$ cat src/rtl/det_pkg.sv
package det_pkg;
  localparam int ZERO_MOD = 2;
  localparam int ONE_MOD  = 3;
  localparam int ZW       = $clog2(ZERO_MOD);
  localparam int OW       = $clog2(ONE_MOD);
  localparam int SW       = ZW + OW;

  typedef enum logic [SW-1:0] {
    ST_Z0_O0 = 3'b000,
    ST_Z0_O1 = 3'b001,
    ST_Z0_O2 = 3'b010,
    ST_Z1_O0 = 3'b100,
    ST_Z1_O1 = 3'b101,
    ST_Z1_O2 = 3'b110
  } st_t;

  function automatic logic [ZW-1:0] zero_step(input logic [ZW-1:0] z, input logic take0);
    return take0 ? ~z : z;
  endfunction

  function automatic logic [OW-1:0] one_step(input logic [OW-1:0] o, input logic take1);
    logic [OW-1:0] r;
    r = o;
    if (take1) r = (o == OW'(ONE_MOD - 1)) ? '0 : o + 1'b1;
    return r;
  endfunction

  function automatic logic code_bad(input logic [SW-1:0] s);
    return s[OW-1:0] >= OW'(ONE_MOD);
  endfunction

  function automatic logic is_hit(input logic [SW-1:0] s);
    return (s[SW-1 -: ZW] == ZW'(1)) && (s[OW-1:0] == OW'(1));
  endfunction
endpackage

$ cat src/rtl/jk_ff.sv
module jk_ff (
  input  logic clk,
  input  logic rst,
  input  logic j,
  input  logic k,
  output logic q
);
  always_ff @(posedge clk) begin
    if (rst) q <= 1'b0;
    else begin
      case ({j, k})
        2'b00: q <= q;
        2'b01: q <= 1'b0;
        2'b10: q <= 1'b1;
        default: q <= ~q;
      endcase
    end
  end
endmodule

$ cat src/rtl/resid_behav.sv
module resid_behav
  import det_pkg::*;
(
  input  logic          clk,
  input  logic          rst,
  input  logic          take0,
  input  logic          take1,
  output logic [SW-1:0] state_q,
  output logic          hit
);
  st_t cur, nxt;

  always_comb begin
    nxt = cur;
    if (code_bad(cur)) nxt = ST_Z0_O0;
    else nxt = st_t'({zero_step(cur[SW-1 -: ZW], take0), one_step(cur[OW-1:0], take1)});
  end

  always_ff @(posedge clk) begin
    if (rst) cur <= ST_Z0_O0;
    else     cur <= nxt;
  end

  assign state_q = cur;
  assign hit     = is_hit(cur);
endmodule

$ cat src/rtl/resid_jk.sv
module resid_jk
  import det_pkg::*;
(
  input  logic          clk,
  input  logic          rst,
  input  logic          take0,
  input  logic          take1,
  output logic [SW-1:0] state_q,
  output logic          hit
);
  logic [SW-1:0] q, jv, kv;
  logic bad;

  assign bad = q[1] & q[0];

  // zero remainder: toggles on accepted 0, cleared from unused codes
  assign jv[2] = take0 & ~bad;
  assign kv[2] = take0 | bad;
  // one remainder, low bit: 00->01 sets, 01->10 clears, 11 clears
  assign jv[0] = take1 & ~q[1];
  assign kv[0] = take1 | q[1];
  // one remainder, high bit: 01->10 sets, 10->00 clears, 11 clears
  assign jv[1] = take1 & q[0];
  assign kv[1] = take1 | q[0];

  for (genvar i = 0; i < SW; i++) begin : g_bit
    jk_ff u_ff (.clk(clk), .rst(rst), .j(jv[i]), .k(kv[i]), .q(q[i]));
  end

  assign state_q = q;
  assign hit     = q[2] & ~q[1] & q[0];
endmodule

$ cat src/rtl/seq_resid_det.sv
module seq_resid_det
  import det_pkg::*;
(
  input  logic          clk,
  input  logic          rst,
  input  logic          bit_in,
  input  logic          bit_vld,
  output logic          detect,
  output logic          detect_jk,
  output logic [ZW-1:0] zres,
  output logic [OW-1:0] ores
);
  logic          zero_evt, one_evt;
  logic [SW-1:0] st_b, st_s;

  assign zero_evt = bit_vld & ~bit_in;
  assign one_evt  = bit_vld & bit_in;

  resid_behav u_behav (.clk(clk), .rst(rst), .take0(zero_evt), .take1(one_evt),
                       .state_q(st_b), .hit(detect));
  resid_jk    u_jk    (.clk(clk), .rst(rst), .take0(zero_evt), .take1(one_evt),
                       .state_q(st_s), .hit(detect_jk));

  assign zres = st_b[SW-1 -: ZW];
  assign ores = st_b[OW-1:0];
endmodule

$ cat config.mk
export PLATFORM = sky130hd
export DESIGN_NAME = seq_resid_det
export DESIGN_NICKNAME = d
export VERILOG_FILES = /design/src/rtl/det_pkg.sv /design/src/rtl/jk_ff.sv /design/src/rtl/resid_behav.sv /design/src/rtl/resid_jk.sv /design/src/rtl/seq_resid_det.sv
export SDC_FILE = /design/constraint.sdc
export NUM_CORES = 1
export LEC_CHECK = 0
export ABC_AREA = 1
export BUFFER_PORTS_ARGS = -buffer_cell sky130_fd_sc_hd__buf_2
export CAP_MARGIN = 20
export CORE_AREA = 2 2 39 41
export CTS_CLUSTER_DIAMETER = 200
export DETAILED_ROUTE_END_ITERATION = 16
export DIE_AREA = 0 0 41 43
export MAX_ROUTING_LAYER = met4
export PLACE_DENSITY_LB_ADDON = 0.08
export SYNTH_ARGS = -nofsm -noshare
export SYNTH_HDL_FRONTEND = slang
export SYNTH_SLANG_ARGS = --single-unit
$ cat constraint.sdc
create_clock -name clk -period 1.4 [get_ports clk]
set_input_delay 0.28 -clock clk [delete_from_list [all_inputs] [get_ports clk]]
set_output_delay 0.28 -clock clk [all_outputs]
set_load 0.02 [all_outputs]
==> results.toml, run 1 <==
[placed_design]
place_congestion = 0.628
io_buffers = 8
dp_hpwl_microns = 543

[pwr]
ir_drop_uv = 414
p_per_area_nw_per_um2 = 1030
power.leakage_nw = 0.227
total_power_w = 0.000452

[timing]
timing.final.crit_share_pct = 92.3
drv_slew = 0
timing_hold_violations_final = 0
setup_viol = 0
max_freq_mhz = 774
max_slew_margin_pct = 86.5
tightest_slew_ns = 0.202
rsz0062_at_grt = "no"
skew_ns = 0.0000737
setup_tns_ns = 0
finalCriticalPeriod_ns = 1.29

[clock_network]
numCtsBuffers = 3
clock_latency_ns = 0.25
cts_root_buffer = "clkbuf_4"
cts_tree = "built"
clk_path_buf_depth = 2
cts_sinks = 6
cts.clk_slew.worst_paths_ns = 0.05
h-tree-depth = 1
postCtsSetupBuffers = 0

[drt]
antenna_left = 0
via_count = 325
wl_per_cell_microns = 9.09
first_pass_iters = 3
routed_wl_microns = 691
routed_via_density = 4.28
drc = 0
drt_iter0_markers = 4

[synth]
ys_top_cells_by_count = "nand2_1, dfxtp_1, inv_1, nor2_1"
synth-edff-count = 0
ys_warn_count = 0
yosysTopAreaCellShare_pct = 34.4
muxShareOfSynthArea_pct = 0
synth_cell_types = 16
synth-simple-area-share_pct = 35.5
synthTopCellsByArea = "dfxtp_1, nand2_1, ha_1, nand2_4, inv_1"
synthAdderAreaFrac_pct = 10.8
syn_nets = 56
async_flop_share_pct = 0
ys_ff_latch = 6
netlist_instances = 49
synth-xor-area-share_pct = 0
synthFlopType = "dfxtp_1"
synth_seq_area_share_pct = 34.4
synth_compound_area_share_pct = 8.24
synth_top_family_by_area = "simple AND/OR/NAND/NOR gates"
syn_avg_cell_area_sq_um = 7.12
synth_area_sq_um = 349
synthMostInstantiatedCell = "nand2_1"
yosysTopAreaCell = "dfxtp_1"

[setup_path]
cp.arrival_ns = 1.01
rr_startpoint = "u_jk.g_bit[0].u_ff.q$_SDFFE_PP0P_"
critPathLaunchType = "flop"
criticalPathCategory = "reg2out"
worst-path-max-fanout = 6
crit_start = "u_jk.g_bit[0].u_ff.q$_SDFFE_PP0P_"
worst_setup_path_end_kind = "primary output"
cp.required_ns = 1.12

[die]
start_util_pct = 25.2
rows = 14
core_area_sq_um = 1380
die_w_microns = 41
ios = 9
dieArea_sq_um = 1760
die_h_microns = 43

[grt]
use_met3_pct = 7.85
busiest_layer = "met2"
use_met2_pct = 16.3
grt_overflow_total = 0
grt_start_max_net_pins = 8
grt_first_pass_wirelength_microns = 1250
grt_use_met1_pct = 12.0
grt_pass1_vias = 323
antenna_found_initial = 0
grt.total_usage_pct = 11.6

[layout]
nNetsFinal = 69
syn2layout_area_growth_pct = 25.8
num_antenna_cells = 0
layout-drive-gt1-share_pct = 35.0
fillers = 166

[min_path]
hold_path.class = "in2reg"
min_from = "rst"

[run_status]
status = "completed"

[run]
cap_violations = 0
-- worst max-delay path: stages (launching register included) --
cell	delay, ns
dfxtp_1	0.32
inv_1	0.11
nor3_2	0.17
buf_4	0.16
-- final timing paths --
| path | to | slack, ns | cells after the start |
|---|---|---|---|
| worst max-delay path | detect_jk | 0.11 | 3 |
| worst min-delay path | u_jk.g_bit[1].u_ff.q$_SDFFE_PP0P_ | 0.30 | 4 |
| worst max register to register | u_jk.g_bit[1].u_ff.q$_SDFFE_PP0P_ | 0.34 | 5 |
| worst min register to register | u_behav.state_q[0]$_SDFFE_PP0P_ | 0.49 | 2 |
-- layout make-up --
cell class | instances | area, sq um | area share (%)
timing repair buffer | 8 | 42.5 | 9.69
multi-input combinational | 34 | 195 | 44.4
sequential | 6 | 120 | 27.4
clock buffer | 3 | 22.5 | 5.13
tap | 16 | 20.0 | 4.56
inverter | 9 | 38.8 | 8.83
-- routing by layer --
metal / up-vias / wire length (microns)
met5: - / 0
met4: 0 / 0
met3: 0 / 59
met2: 8 / 347
met1: 141 / 284
li1: 176 / -
-- through the flow --
stage	std cells	setup slack (ns)	util, %	hold slack (ns)	cell area (sq um)
6_report	76	0.108	31.7	0.298	439
5_1_grt	76	0.00949	31.7	0.321	439
4_1_cts	76	0.0675	31.2	0.289	432
3_5_place_dp	73	0.257	29.6	0.492	409
3_3_place_gp	73	0.279	29.6	0.506	409
2_1_floorplan	49	0.0728	-	0.438	349
-- kinds of logic (layout without fill, tap and decap cells) --
group	count (synthesis)	after routing
AO/OA/AOI/OAI	5	5
adder cells (fa/ha/maj)	3	3
buffers and inverters	9	20
flip-flops	6	6
AND/OR/NAND/NOR	26	26
-- placed cells by master (no fill, tap or decap), types with 2 or more instances in the layout --
| cell | netlist | final |
|---|---|---|
| ha_1 | 3 | 3 |
| dfxtp_1 | 6 | 6 |
| nand2_1 | 12 | 12 |
| nand2_4 | 2 | 2 |
| inv_1 | 5 | 5 |
| buf_2 | 0 | 7 |
| o21ai_1 | 2 | 2 |
| nor2_1 | 5 | 5 |
| inv_2 | 3 | 3 |
| clkbuf_4 | 0 | 3 |
| nand3_1 | 3 | 3 |
-- state kept, by name, summed over array words and instances (netlist names) --
signal and count:
u_behav.state_q 3, u_jk.g_bit.u_ff.q 3
-- timing repair --
action	CTS	global route
hold buffers	0	0
endpoints found under the hold margin	0	0
resized for setup	0	2
setup endpoints to repair	0	1
-- report_power, final --
group	switching, W	internal [W]
clock network	0.0000676	0.0000973
logic	0.0000590	0.0000327
registers	0.0000100	0.000185
total	0.000137	0.000315
(Power assumes the default switching activity.)
==> inputs of run 2 (changes only) <==
--- a/config.mk
+++ b/config.mk
@@ -8,6 +8,8 @@
 export ABC_AREA = 1
 export BUFFER_PORTS_ARGS = -buffer_cell sky130_fd_sc_hd__buf_2
 export CAP_MARGIN = 20
+export CELL_PAD_IN_SITES_DETAIL_PLACEMENT = 0
+export CELL_PAD_IN_SITES_GLOBAL_PLACEMENT = 1
 export CORE_AREA = 2 2 39 41
 export CTS_CLUSTER_DIAMETER = 200
 export DETAILED_ROUTE_END_ITERATION = 16
==> run 2 against run 1 <==
- highest routed layer is now met4
- critical endpoint unchanged
- utilization is 0.54 points lower
- global-route usage down 1.2 points
- sequential share of layout area rose by 0.48 points
==> results.toml, run 2 (synthesis results as in run 1) <==
[grt]
grt_pass1_vias = 297
grt_overflow_total = 0
antenna_found_initial = 0
grt_start_max_net_pins = 8
use_met3_pct = 7.85
grt_use_met1_pct = 10.7
grt.total_usage_pct = 10.4
busiest_layer = "met2"
grt_first_pass_wirelength_microns = 1130
use_met2_pct = 14.7

[layout]
layout.cells.non_filler = 76
final_util_pct = 31.2
nNetsFinal = 69
layout.area.seq_sq_um = 120
num_antenna_cells = 0
layout-drive-gt1-share_pct = 33.3
final_cell_mix = "nand2_1, buf_2, dfxtp_1"
syn2layout_area_growth_pct = 23.7
multi_input_area_sq_um = 190
fillers = 162
final_common_cell = "nand2_1"

[min_path]
hold_path.class = "in2reg"

[run]
cap_violations = 0

[setup_path]
cp.required_ns = 1.12
crit_start = "u_jk.g_bit[0].u_ff.q$_SDFFE_PP0P_"
worst-path-max-fanout = 6
worst_setup_path_end_kind = "primary output"
crit_end = "detect_jk"
criticalPathCategory = "reg2out"
r2r_cells = 5
rr_startpoint = "u_jk.g_bit[0].u_ff.q$_SDFFE_PP0P_"
r2r_end = "u_jk.g_bit[1].u_ff.q$_SDFFE_PP0P_"
rrSetupSlack_ns = 0.33
critPathLaunchType = "flop"
cp.arrival_ns = 1.04

[timing]
timing.final.crit_share_pct = 94.2
skew_ns = 0.000129
rsz0062_at_grt = "no"
setup_viol = 0
tightest_slew_ns = 0.216
setup_tns_ns = 0
timing_hold_violations_final = 0
max_freq_mhz = 759
finalCriticalPeriod_ns = 1.32
max_slew_margin_pct = 85.5
setup_ws_ns = 0.0817
drv_slew = 0

[die]
rows = 14
dieArea_sq_um = 1760
ios = 9
start_util_pct = 25.2
die_w_microns = 41
die_h_microns = 43
core_area_sq_um = 1380

[clock_network]
numCtsBuffers = 3
cts_sinks = 6
clock_latency_ns = 0.23
cts_tree = "built"
cts_root_buffer = "clkbuf_4"
cts.clk_slew.worst_paths_ns = 0.04
clk_path_buf_depth = 2
h-tree-depth = 1
cts_resized = 0
postCtsSetupBuffers = 0
ctsHoldBuffers = 0

[drt]
drc = 0
routed_wl_microns = 703
wl_per_cell_microns = 9.25
antenna_left = 0
via_count = 325
first_pass_iters = 4
routed_via_density = 4.28
drt_iter0_markers = 2

[placed_design]
placed_cells = 73
post-place-ws_ns = 0.248
dp_hpwl_microns = 547
io_buffers = 8
place_congestion = 0.683

[pwr]
ir_drop_uv = 391
total_power_w = 0.000440
power.leakage_nw = 0.226
p_per_area_nw_per_um2 = 1020

[run_status]
status = "completed"
==> run 2: cell counts in the layout (fill, tap and decap cells not counted) <==
Identical to the previous run, type by type.
==> run 2: metal layers <==
metal	up-vias	share of wire (%)
met5	-	0
met4	0	0.57
met3	2	2.8
met2	3	48
met1	142	48
li1	178	-
==> run 2: how the worst min path moves through the flow <==
stage / cells past startpoint / end / from
after detailed placement: 2 / u_behav.state_q[0]$_SDFFE_PP0P_ / u_behav.state_q[0]$_SDFFE_PP0P_
after global routing: 4 / u_jk.g_bit[1].u_ff.q$_SDFFE_PP0P_ / rst
after global placement: 2 / u_behav.state_q[0]$_SDFFE_PP0P_ / u_behav.state_q[0]$_SDFFE_PP0P_
after CTS: 4 / u_jk.g_bit[0].u_ff.q$_SDFFE_PP0P_ / rst
after floorplan: 3 / u_jk.g_bit[1].u_ff.q$_SDFFE_PP0P_ / rst
final: 4 / u_jk.g_bit[1].u_ff.q$_SDFFE_PP0P_ / rst
==> run 2: per-stage QoR <==
step / cell area, sq um / hold slack [ns]
after detailed placement: 409 / 0.497
after global placement: 409 / 0.505
final: 432 / 0.311
after global routing: 432 / 0.310
after floorplan: 349 / 0.438
after CTS: 432 / 0.304
==> run 2: layout make-up <==
class	count	area share, %
Inverter	9	8.99
Tap cell	16	4.64
Clock buffer	3	5.22
Timing Repair Buffer	8	9.28
Sequential cell	6	27.8
Multi-Input combinational cell	34	44.1
==> run 2: report_power, final <==
| group | total, W | internal, W | switching (W) |
|---|---|---|---|
| registers | 0.000195 | 0.000185 | 0.00000975 |
| logic | 0.0000913 | 0.0000322 | 0.0000592 |
| clock network | 0.000153 | 0.0000966 | 0.0000568 |
==> run 2: critical path, cell delays in order (launching register included) <==
cell     delay (ns)
dfxtp_1        0.32
inv_1          0.11
nor3_1         0.18
buf_2          0.19
==> inputs of run 3 (changes only) <==
--- a/config.mk
+++ b/config.mk
@@ -12,10 +12,12 @@
 export CELL_PAD_IN_SITES_GLOBAL_PLACEMENT = 1
 export CORE_AREA = 2 2 39 41
 export CTS_CLUSTER_DIAMETER = 200
+export CTS_CLUSTER_SIZE = 25
 export DETAILED_ROUTE_END_ITERATION = 16
 export DIE_AREA = 0 0 41 43
 export MAX_ROUTING_LAYER = met4
 export PLACE_DENSITY_LB_ADDON = 0.08
+export RECOVER_POWER = 50
 export SYNTH_ARGS = -nofsm -noshare
 export SYNTH_HDL_FRONTEND = slang
 export SYNTH_SLANG_ARGS = --single-unit
==> run 3 against run 2 <==
- clock power hardly changed
- critical path depth stayed put
- final area stayed put
- utilization stayed put
- combinational power is 1% lower
- hold slack worse by 0.00079 ns
- power is 0.23% lower
- fmax is 0.21% higher
- via count is 0.92% higher
- setup slack better by 0.0028 ns
- non-clock buffer count stayed put
- flip-flop and latch count stayed put
- critical path type unchanged
==> results.toml, run 3 (synthesis results as in run 1) <==
[clock_network]
cts_tree = "built"
cts_sinks = 6
numCtsBuffers = 3
h-tree-depth = 1
clk_path_buf_depth = 2
clock_latency_ns = 0.23
cts.clk_slew.worst_paths_ns = 0.04
cts_resized = 0
postCtsSetupBuffers = 0
ctsHoldBuffers = 0
cts_root_buffer = "clkbuf_4"

[timing]
tightest_slew_ns = 0.317
setup_ws_ns = 0.0844
drv_slew = 0
max_slew_margin_pct = 78.7
skew_ns = 0.000129
max_freq_mhz = 760
timing_hold_violations_final = 0
rsz0062_at_grt = "no"
hold_slack_ns = 0.310
setup_tns_ns = 0
setup_viol = 0
timing.final.crit_share_pct = 94.0
finalCriticalPeriod_ns = 1.32

[grt]
use_met3_pct = 7.85
busiest_layer = "met2"
antenna_found_initial = 0
grt.total_usage_pct = 10.4
grt_use_met1_pct = 10.7
use_met2_pct = 14.7
grt_pass1_vias = 297
grt_start_max_net_pins = 8
grt_first_pass_wirelength_microns = 1130
grt_overflow_total = 0

[pwr]
p_per_area_nw_per_um2 = 1020
ir_drop_uv = 391
power.leakage_nw = 0.226

[die]
dieArea_sq_um = 1760
ios = 9
start_util_pct = 25.2
die_h_microns = 43
rows = 14
core_area_sq_um = 1380
die_w_microns = 41

[drt]
via_count = 328
antenna_left = 0
routed_wl_microns = 700
wl_per_cell_microns = 9.21
drt_iter0_markers = 2
routed_via_density = 4.32
drc = 0
first_pass_iters = 4

[layout]
fin_area_sq_um = 432
final_cell_mix = "nand2_1, buf_2, dfxtp_1"
nNetsFinal = 69
layout-drive-gt1-share_pct = 33.3
num_antenna_cells = 0
final_common_cell = "nand2_1"
syn2layout_area_growth_pct = 23.7

[setup_path]
worst_setup_path_end_kind = "primary output"
critPathLaunchType = "flop"
path_depth = 3
worst-path-max-fanout = 6
r2r_cells = 5
path_buf_inv = 2
cp.arrival_ns = 1.04
path_cells = "inv_1 -> nor3_1 -> buf_2"
cp.required_ns = 1.12
crit_family = "flip-flops"
criticalPathCategory = "reg2out"
cpPeakStageDelay_ns = 0.32
cp_slowest_cell = "dfxtp_1"

[placed_design]
dp_hpwl_microns = 547
place_congestion = 0.683
dpl_cell_area_sq_um = 409
io_buffers = 8
post-place-ws_ns = 0.248

[run_status]
status = "completed"

[min_path]
hold_path.class = "in2reg"
whs_path_depth = 4

[run]
cap_violations = 0
## run 3: tightest hold or removal path, stage by stage
cell	delay (ns)
buf_2	0.08
inv_2	0.05
nand2_1	0.06
a21oi_1	0.03
## run 3: metal layers
layer,wire [microns],up-vias,share of wire [%]
met5,0,-,0
met2,338,5,48
met4,4,0,0.57
li1,-,177,-
met3,23,2,3.3
met1,333,144,48
## run 3: path summary, 6_finish.rpt
check / start / to / slack [ns]
setup / recovery: u_jk.g_bit[0].u_ff.q$_SDFFE_PP0P_ / detect_jk / 0.08
setup reg to reg: u_jk.g_bit[0].u_ff.q$_SDFFE_PP0P_ / u_jk.g_bit[1].u_ff.q$_SDFFE_PP0P_ / 0.34
hold reg to reg: u_behav.state_q[0]$_SDFFE_PP0P_ / u_behav.state_q[0]$_SDFFE_PP0P_ / 0.50
hold / removal: rst / u_jk.g_bit[1].u_ff.q$_SDFFE_PP0P_ / 0.31
## run 3: stage by stage
stage	util, %	total power (W)	cells
floorplan	-	0.000263	49
global placement	29.6	0.000291	73
detailed placement	29.6	0.000290	73
CTS	31.2	0.000453	76
global route	31.2	0.000480	76
finish	31.2	0.000439	76
## run 3: final cells by class
type | count | area [sq um]
multi-input cells | 34 | 190
well taps | 16 | 20.0
clock buffers | 3 | 22.5
repair buffers | 8 | 40.0
inverters | 9 | 38.8
fillers | 162 | 952
flip-flops and latches | 6 | 120
## run 3: power breakdown
| part | internal (W) | switching, W | total, W | leakage (nW) |
|---|---|---|---|---|
| clock | 0.0000966 | 0.0000568 | 0.000153 | 0.0138 |
| sequential | 0.000185 | 0.00000965 | 0.000195 | 0.0495 |
| combinational | 0.0000318 | 0.0000586 | 0.0000904 | 0.163 |
| total | 0.000314 | 0.000125 | 0.000439 | 0.226 |
